**src/rtl/qpe_pkg.sv**
```systemverilog
package qpe_pkg;

   // Number of coefficients a0..a5
   localparam int N_COEF = 6;

   // Pipeline shape: two chained multipliers per power stage, or one
   typedef enum logic {
      PIPE_DUAL_MULT   = 1'b0,
      PIPE_SINGLE_MULT = 1'b1
   } pipe_shape_e;

   // Register count from input to output for a given shape
   function automatic int pipe_depth(pipe_shape_e shape);
      return (shape == PIPE_SINGLE_MULT) ? 5 : 3;
   endfunction

endpackage

```
**src/rtl/qpe_mul.sv**
```systemverilog
// Full-precision signed multiplier; product is AW+BW bits so it never wraps.
module qpe_mul #(
   parameter int AW = 8,
   parameter int BW = 8,
   localparam int PW = AW + BW
) (
   input  logic signed [AW-1:0] a_i,
   input  logic signed [BW-1:0] b_i,
   output logic signed [PW-1:0] p_o
);

   if (AW < 1 || BW < 1) begin : g_bad_width
      $error("qpe_mul: operand widths must be positive");
   end

   assign p_o = PW'(a_i) * PW'(b_i);


   always_comb begin
      if (a_i != '0 && b_i != '0) begin
         mul_sign_chk: assert (p_o[PW-1] == (a_i[AW-1] ^ b_i[BW-1]));
      end
   end

endmodule

```
**src/rtl/qpe_stage_reg.sv**
```systemverilog
// One pipeline boundary: valid bit with synchronous reset, payload without.
module qpe_stage_reg #(
   parameter int DW = 8
) (
   input  logic          clk_i,
   input  logic          rst_i,
   input  logic          vld_i,
   input  logic [DW-1:0] d_i,
   output logic          vld_o,
   output logic [DW-1:0] d_o
);

   if (DW < 1) begin : g_bad_width
      $error("qpe_stage_reg: payload width must be positive");
   end

   always_ff @(posedge clk_i) begin
      if (rst_i) vld_o <= 1'b0;
      else       vld_o <= vld_i;
   end

   always_ff @(posedge clk_i) begin
      d_o <= d_i;
   end


   reset_clear_chk: assert property (@(posedge clk_i) disable iff (rst_i)
      $fell(rst_i) |-> !vld_o);

endmodule

```
**src/rtl/qpe_wsum.sv**
```systemverilog
// Final stage: six parallel coefficient products and a balanced adder tree.
module qpe_wsum
   import qpe_pkg::*;
#(
   parameter int W = 8,
   localparam int PWR_W = 5 * W,
   localparam int PRD_W = 6 * W,
   localparam int RES_W = 6 * W + 3
) (
   input  logic                    clk_i,
   input  logic                    rst_i,
   input  logic                    vld_i,
   input  logic [N_COEF*W-1:0]     coef_i,
   input  logic signed [W-1:0]     x_i,
   input  logic signed [2*W-1:0]   sq_i,
   input  logic signed [3*W-1:0]   cu_i,
   input  logic signed [4*W-1:0]   q4_i,
   input  logic signed [5*W-1:0]   q5_i,
   output logic                    vld_o,
   output logic signed [RES_W-1:0] y_o
);

   logic signed [PWR_W-1:0] pw   [N_COEF];
   logic signed [PRD_W-1:0] term [N_COEF];
   logic signed [RES_W-1:0] s01, s23, s45, s0123, total;

   // x^0 is the constant one; the rest are sign-extended to a common width
   assign pw[0] = PWR_W'(1);
   assign pw[1] = PWR_W'(x_i);
   assign pw[2] = PWR_W'(sq_i);
   assign pw[3] = PWR_W'(cu_i);
   assign pw[4] = PWR_W'(q4_i);
   assign pw[5] = q5_i;

   for (genvar i = 0; i < N_COEF; i++) begin : g_term
      qpe_mul #(.AW(W), .BW(PWR_W)) u_term (
         .a_i (coef_i[i*W +: W]),
         .b_i (pw[i]),
         .p_o (term[i])
      );
   end

   // Three-level tree of two-input adders
   assign s01   = RES_W'(term[0]) + RES_W'(term[1]);
   assign s23   = RES_W'(term[2]) + RES_W'(term[3]);
   assign s45   = RES_W'(term[4]) + RES_W'(term[5]);
   assign s0123 = s01 + s23;
   assign total = s0123 + s45;

   always_ff @(posedge clk_i) begin
      if (rst_i) vld_o <= 1'b0;
      else       vld_o <= vld_i;
   end

   always_ff @(posedge clk_i) begin
      y_o <= total;
   end

endmodule

```
**src/rtl/qpe_poly5.sv**
```systemverilog
// Pipelined evaluator of a fifth-degree signed integer polynomial.
module qpe_poly5
   import qpe_pkg::*;
#(
   parameter int          W     = 8,
   parameter pipe_shape_e SHAPE = PIPE_DUAL_MULT,
   localparam int         RES_W = 6 * W + 3
) (
   input  logic                    clk_i,
   input  logic                    rst_i,
   input  logic                    in_vld_i,
   input  logic [N_COEF*W-1:0]     coef_i,
   input  logic signed [W-1:0]     x_i,
   output logic                    out_vld_o,
   output logic signed [RES_W-1:0] y_o
);

   localparam int LAT = pipe_depth(SHAPE);
   localparam int CW  = N_COEF * W;
   localparam int CNT_W = $clog2(LAT + 2);

   if (W < 2) begin : g_bad_w
      $error("qpe_poly5: W must be at least 2");
   end
   if (LAT < 3) begin : g_bad_lat
      $error("qpe_poly5: pipeline depth below three stages");
   end

   // Bundle seen by the weighted-sum stage
   logic                  fin_vld;
   logic [CW-1:0]         fin_coef;
   logic signed [W-1:0]   fin_x;
   logic signed [2*W-1:0] fin_sq;
   logic signed [3*W-1:0] fin_cu;
   logic signed [4*W-1:0] fin_q4;
   logic signed [5*W-1:0] fin_q5;

   if (SHAPE == PIPE_DUAL_MULT) begin : g_dual
      logic signed [2*W-1:0] sq_c;
      logic signed [3*W-1:0] cu_c;
      logic signed [4*W-1:0] q4_c;
      logic signed [5*W-1:0] q5_c;
      logic                  s1_vld;
      logic [CW-1:0]         s1_coef;
      logic signed [W-1:0]   s1_x;
      logic signed [2*W-1:0] s1_sq;
      logic signed [3*W-1:0] s1_cu;

      // Stage 1: x^2 then x^3, chained
      qpe_mul #(.AW(W), .BW(W)) u_sq (.a_i(x_i), .b_i(x_i), .p_o(sq_c));
      qpe_mul #(.AW(2*W), .BW(W)) u_cu (.a_i(sq_c), .b_i(x_i), .p_o(cu_c));

      qpe_stage_reg #(.DW(CW + 6*W)) u_s1 (
         .clk_i, .rst_i,
         .vld_i (in_vld_i),
         .d_i   ({coef_i, x_i, sq_c, cu_c}),
         .vld_o (s1_vld),
         .d_o   ({s1_coef, s1_x, s1_sq, s1_cu})
      );

      // Stage 2: x^4 then x^5, chained
      qpe_mul #(.AW(3*W), .BW(W)) u_q4 (.a_i(s1_cu), .b_i(s1_x), .p_o(q4_c));
      qpe_mul #(.AW(4*W), .BW(W)) u_q5 (.a_i(q4_c), .b_i(s1_x), .p_o(q5_c));

      qpe_stage_reg #(.DW(CW + 15*W)) u_s2 (
         .clk_i, .rst_i,
         .vld_i (s1_vld),
         .d_i   ({s1_coef, s1_x, s1_sq, s1_cu, q4_c, q5_c}),
         .vld_o (fin_vld),
         .d_o   ({fin_coef, fin_x, fin_sq, fin_cu, fin_q4, fin_q5})
      );
   end else begin : g_single
      logic signed [2*W-1:0] sq_c;
      logic signed [3*W-1:0] cu_c;
      logic signed [4*W-1:0] q4_c;
      logic signed [5*W-1:0] q5_c;
      logic                  s1_vld, s2_vld, s3_vld;
      logic [CW-1:0]         s1_coef, s2_coef, s3_coef;
      logic signed [W-1:0]   s1_x, s2_x, s3_x;
      logic signed [2*W-1:0] s1_sq, s2_sq, s3_sq;
      logic signed [3*W-1:0] s2_cu, s3_cu;
      logic signed [4*W-1:0] s3_q4;

      // Stage 1: x^2
      qpe_mul #(.AW(W), .BW(W)) u_sq (.a_i(x_i), .b_i(x_i), .p_o(sq_c));
      qpe_stage_reg #(.DW(CW + 3*W)) u_s1 (
         .clk_i, .rst_i,
         .vld_i (in_vld_i),
         .d_i   ({coef_i, x_i, sq_c}),
         .vld_o (s1_vld),
         .d_o   ({s1_coef, s1_x, s1_sq})
      );

      // Stage 2: x^3
      qpe_mul #(.AW(2*W), .BW(W)) u_cu (.a_i(s1_sq), .b_i(s1_x), .p_o(cu_c));
      qpe_stage_reg #(.DW(CW + 6*W)) u_s2 (
         .clk_i, .rst_i,
         .vld_i (s1_vld),
         .d_i   ({s1_coef, s1_x, s1_sq, cu_c}),
         .vld_o (s2_vld),
         .d_o   ({s2_coef, s2_x, s2_sq, s2_cu})
      );

      // Stage 3: x^4
      qpe_mul #(.AW(3*W), .BW(W)) u_q4 (.a_i(s2_cu), .b_i(s2_x), .p_o(q4_c));
      qpe_stage_reg #(.DW(CW + 10*W)) u_s3 (
         .clk_i, .rst_i,
         .vld_i (s2_vld),
         .d_i   ({s2_coef, s2_x, s2_sq, s2_cu, q4_c}),
         .vld_o (s3_vld),
         .d_o   ({s3_coef, s3_x, s3_sq, s3_cu, s3_q4})
      );

      // Stage 4: x^5
      qpe_mul #(.AW(4*W), .BW(W)) u_q5 (.a_i(s3_q4), .b_i(s3_x), .p_o(q5_c));
      qpe_stage_reg #(.DW(CW + 15*W)) u_s4 (
         .clk_i, .rst_i,
         .vld_i (s3_vld),
         .d_i   ({s3_coef, s3_x, s3_sq, s3_cu, s3_q4, q5_c}),
         .vld_o (fin_vld),
         .d_o   ({fin_coef, fin_x, fin_sq, fin_cu, fin_q4, fin_q5})
      );
   end

   qpe_wsum #(.W(W)) u_wsum (
      .clk_i, .rst_i,
      .vld_i  (fin_vld),
      .coef_i (fin_coef),
      .x_i    (fin_x),
      .sq_i   (fin_sq),
      .cu_i   (fin_cu),
      .q4_i   (fin_q4),
      .q5_i   (fin_q5),
      .vld_o  (out_vld_o),
      .y_o    (y_o)
   );

   // Checking state: cycles since reset release, and results in flight
   logic [CNT_W-1:0] since_rst;
   logic [CNT_W-1:0] in_flight;

   always_ff @(posedge clk_i) begin
      if (rst_i) since_rst <= '0;
      else if (since_rst < CNT_W'(LAT)) since_rst <= since_rst + 1'b1;
   end

   always_ff @(posedge clk_i) begin
      if (rst_i) in_flight <= '0;
      else       in_flight <= in_flight + CNT_W'(in_vld_i) - CNT_W'(out_vld_o);
   end


   even_power_sign_chk: assert property (@(posedge clk_i) disable iff (rst_i)
      fin_vld |-> (!fin_sq[2*W-1] && !fin_q4[4*W-1]));


   latency_chk: assert property (@(posedge clk_i) disable iff (rst_i)
      (since_rst >= CNT_W'(LAT)) |-> (out_vld_o == $past(in_vld_i, LAT)));


   in_flight_bound_chk: assert property (@(posedge clk_i) disable iff (rst_i)
      in_flight <= CNT_W'(LAT));


   post_reset_quiet_chk: assert property (@(posedge clk_i) disable iff (rst_i)
      (since_rst < CNT_W'(LAT)) |-> !out_vld_o);

endmodule

```
**config.mk**
```make
export PLATFORM = sky130hd
export DESIGN_NAME = qpe_poly5
export DESIGN_NICKNAME = d
export VERILOG_FILES = /design/src/rtl/qpe_pkg.sv /design/src/rtl/qpe_mul.sv /design/src/rtl/qpe_stage_reg.sv /design/src/rtl/qpe_wsum.sv /design/src/rtl/qpe_poly5.sv
export SDC_FILE = /design/constraint.sdc
export NUM_CORES = 2
export LEC_CHECK = 0
export BUFFER_PORTS_ARGS = -buffer_cell sky130_fd_sc_hd__buf_2
export CAP_MARGIN = 20
export CORE_ASPECT_RATIO = 0.9
export CORE_MARGIN = 2
export CORE_UTILIZATION = 40
export DETAILED_ROUTE_END_ITERATION = 16
export SYNTH_ARGS = -nofsm -noshare
export SYNTH_HDL_FRONTEND = slang
export SYNTH_SLANG_ARGS = --single-unit
```
**constraint.sdc**
```tcl
create_clock -name clk_i -period 13.6 [get_ports clk_i]
set_input_delay 2.04 -clock clk_i [delete_from_list [all_inputs] [get_ports clk_i]]
set_output_delay 2.04 -clock clk_i [all_outputs]
set_load 0.01 [all_outputs]
```
==> metrics.md <==
| Metric | Value |
|---|---|
| Type of element launching the critical path | `flop` |
| CP most frequent cell | `sky130_fd_sc_hd__fa_1` |
| Y dimension of the die | `386 um` |
| Slew of the pin with the lowest slew margin | `1.09 ns` |
| Period minus WS final | `10.94 ns` |
| Number of cells upsized or downsized after cts | `0` |
| Wire length of the first global-routing pass | `260,000 um` |
| Cell area after synthesis | `0.0647 sq mm` |
| Worst-Skew Late Latency | `0.65 ns` |
| Avg WL per Cell | `17.1 um` |
| Synthesized flop and latch total | `310` |
| Pins Over Slew Limit | `0` |
| Largest stage delay on the critical path | `0.85 ns` |
| Endpoint kind of the worst setup timing path | `flop` |
| Setup total negative slack | `0 ns` |
| Layout Nets | `8,925` |
| Width of the chip | `428 um` |
| Post-route antenna net violation count | `0` |
| Instance count of the mapped netlist | `6,884` |
| GRT overflow | `0` |
| Headroom to the max-slew limit | `27.1%` |
| Maximum level of the CTS H-tree | `2` |
| Buffers on Ports | `110` |
| Number of CTS-inserted buffers | `41` |
| Distinct cell type count after synthesis | `71` |
| Detailed Place HPWL | `130,000 um` |
| EDFF count, synth | `0` |
| Site row count | `140` |
| Mean cell area of the mapped netlist | `9.40 sq um` |
| Commonest non-fill, non-tap cells in the layout | `sky130_fd_sc_hd__inv_1 (1,641), sky130_fd_sc_hd__fa_1 (1,489), sky130_fd_sc_hd__nand2_1 (736)` |
| Data arrival time of the worst path | `11.47 ns` |
| Global placer's final weighted congestion | `0.857` |
| Postcts setup bufs | `0` |
| Number of antenna violations at the first check in global routing | `3` |
| Leading register cell type out of synthesis | `sky130_fd_sc_hd__dfxtp_1` |
| TritonCTS clock tree | `built` |
| Most common library cell in the layout ignoring fill and taps | `sky130_fd_sc_hd__inv_1` |
| Peak fanout along the critical path | `46` |
| Max Fclk | `0.0914 GHz` |
| Clock sink count | `310` |
| Routed Wire Length | `155,000 um` |
| Floorplan die area | `0.165 sq mm` |
| Number of warnings issued by yosys | `0` |
| Required time of the critical path | `14.13 ns` |
| Total count of hold-check failures in the final report | `0` |
| Detailed Routing Iterations Pass 1 | `7` |
| Fraction of layout cells with a size suffix above 1 | `3.72%` |
| Final period utilization | `80.5%` |
| DR vias | `44,300` |
| DR DRC count | `0` |
| Kind of critical path | `reg -> reg` |
| Vias in the first global route | `48,800` |
| Master cell of the clock root buffer | `sky130_fd_sc_hd__clkbuf_16` |
| Max cap viols | `0` |
| Unrepaired setup endpoints after global routing | `false` |
| Fraction of registers with async set or reset after synthesis | `0%` |
| Setup-failing EPs final | `0` |
| Hold buffer count at cts | `0` |
| Boundary pin count | `111` |
| Initial DRC count | `2,326` |
| Standard cell with the maximum stage delay on the critical path | `sky130_fd_sc_hd__xnor2_1` |
| Outcome | `finished, final reports clean` |
| Global router's overall resource usage | `19.6%` |
| Worst hold-check path type | `reg -> reg` |
| Pin count of the biggest net entering global routing | `58` |
| Layout area overhead | `6.63%` |
| Sequential fraction of the synthesis area | `9.59%` |
| Core Box Area | `0.161 sq mm` |
| Final Skew | `0.0524 ns` |
| DR vias/cell | `4.88` |
| Clock slew at the register clock pins of the worst setup and hold paths | `0.06 ns` |
| Maximum buffer depth of the clock tree | `3` |
| Initial Util | `40.1%` |
-- critical path: cells and delay by family, from the launching register on --
| family | cells | cell delay, ns |
|---|---|---|
| AO/OA/AOI/OAI | 11 | 2.64 |
| XOR/XNOR | 2 | 0.99 |
| adder cells (fa/ha/maj) | 10 | 4.58 |
| AND/OR/NAND/NOR | 7 | 1.11 |
| flip-flops | 1 | 0.71 |
| buffers and inverters | 6 | 0.82 |
-- cells by family (layout without fill, tap and decap cells) --
group | after synthesis | count (layout) | share of synthesized area [%]
AO/OA/AOI/OAI | 571 | 571 | 5.71
adder cells (fa/ha/maj) | 1970 | 1970 | 55.4
XOR/XNOR | 258 | 258 | 3.49
multiplexers | 4 | 4 | 0.0657
buffers and inverters | 1817 | 1860 | 10.5
flip-flops | 310 | 310 | 9.59
other | 2 | 5 | 0.0116
AND/OR/NAND/NOR | 1952 | 1952 | 15.2
-- state kept, by name (all words and copies together), names as in the netlist --
register / count
u_wsum.vld_o: 1
g_dual.u_s2.vld_o: 1
g_dual.u_s1.vld_o: 1
g_dual.u_s2.d_o: 163
g_dual.u_s1.d_o: 93
u_wsum.y_o: 51
-- stage by stage --
| stage | hold WS, ns | instance area [sq um] | std cells | setup WS (ns) | util [%] |
|---|---|---|---|---|---|
| 3_5_place_dp | 0.312 | 67600 | 8983 | 2.67 | 41.9 |
| 2_1_floorplan | 0.310 | 64700 | 6885 | 3.77 | - |
| 3_3_place_gp | 0.310 | 67600 | 8982 | 2.73 | 41.9 |
| 6_report | 0.317 | 69000 | 9060 | 2.66 | 42.8 |
| 4_1_cts | 0.320 | 69000 | 9058 | 2.69 | 42.8 |
| 5_1_grt | 0.322 | 69000 | 9058 | 1.80 | 42.8 |
-- per-layer routing --
layer  track usage [%]  vias up  share of wire (%)
met2              32.6     1014                 46
met5                 0        -              0.010
met4              4.50        2                2.1
met1              27.4    22700                 47
met3              2.50      155                5.2
li1                  -    20400                  -
-- synth_stat cells, types with 89 or more instances --
cell                       count  area share (%)
sky130_fd_sc_hd__nand2_1     736             4.3
sky130_fd_sc_hd__inv_1      1641             9.5
sky130_fd_sc_hd__clkbuf_1    173             1.0
sky130_fd_sc_hd__nor2_1      175             1.0
sky130_fd_sc_hd__and2_1      695             6.7
sky130_fd_sc_hd__xnor2_1     182             2.5
sky130_fd_sc_hd__nand2b_1    150             1.5
sky130_fd_sc_hd__a21oi_1     197             1.5
sky130_fd_sc_hd__dfxtp_1     310             9.6
sky130_fd_sc_hd__o21ai_0      89            0.69
sky130_fd_sc_hd__ha_1        481             9.3
sky130_fd_sc_hd__a21o_1       89             1.0
sky130_fd_sc_hd__fa_1       1489              46
-- path summary, 6_finish.rpt --
path,startpoint,endpoint,depth (start not counted),slack [ns]
max,g_dual.u_s1.d_o[40],g_dual.u_s2.d_o[39],36,2.66
min,g_dual.u_s1.d_o[71],g_dual.u_s2.d_o[143],0,0.32
min reg2reg,g_dual.u_s1.d_o[71],g_dual.u_s2.d_o[143],0,0.32
max reg2reg,g_dual.u_s1.d_o[40],g_dual.u_s2.d_o[39],36,2.66
-- cell type report --
| class | instances | area (sq um) |
|---|---|---|
| multi-input combinational | 4758 | 51700 |
| antenna | 2 | 5.00 |
| tap | 2130 | 2670 |
| inverter | 1641 | 6160 |
| sequential | 310 | 6220 |
| clock buffer | 49 | 1140 |
| clock inverter | 26 | 277 |
| fill | 15600 | 92300 |
| timing repair buffer | 144 | 826 |
Power is not shown: default switching activity piles up to over one toggle a cycle in this logic, so the estimate is an artifact.
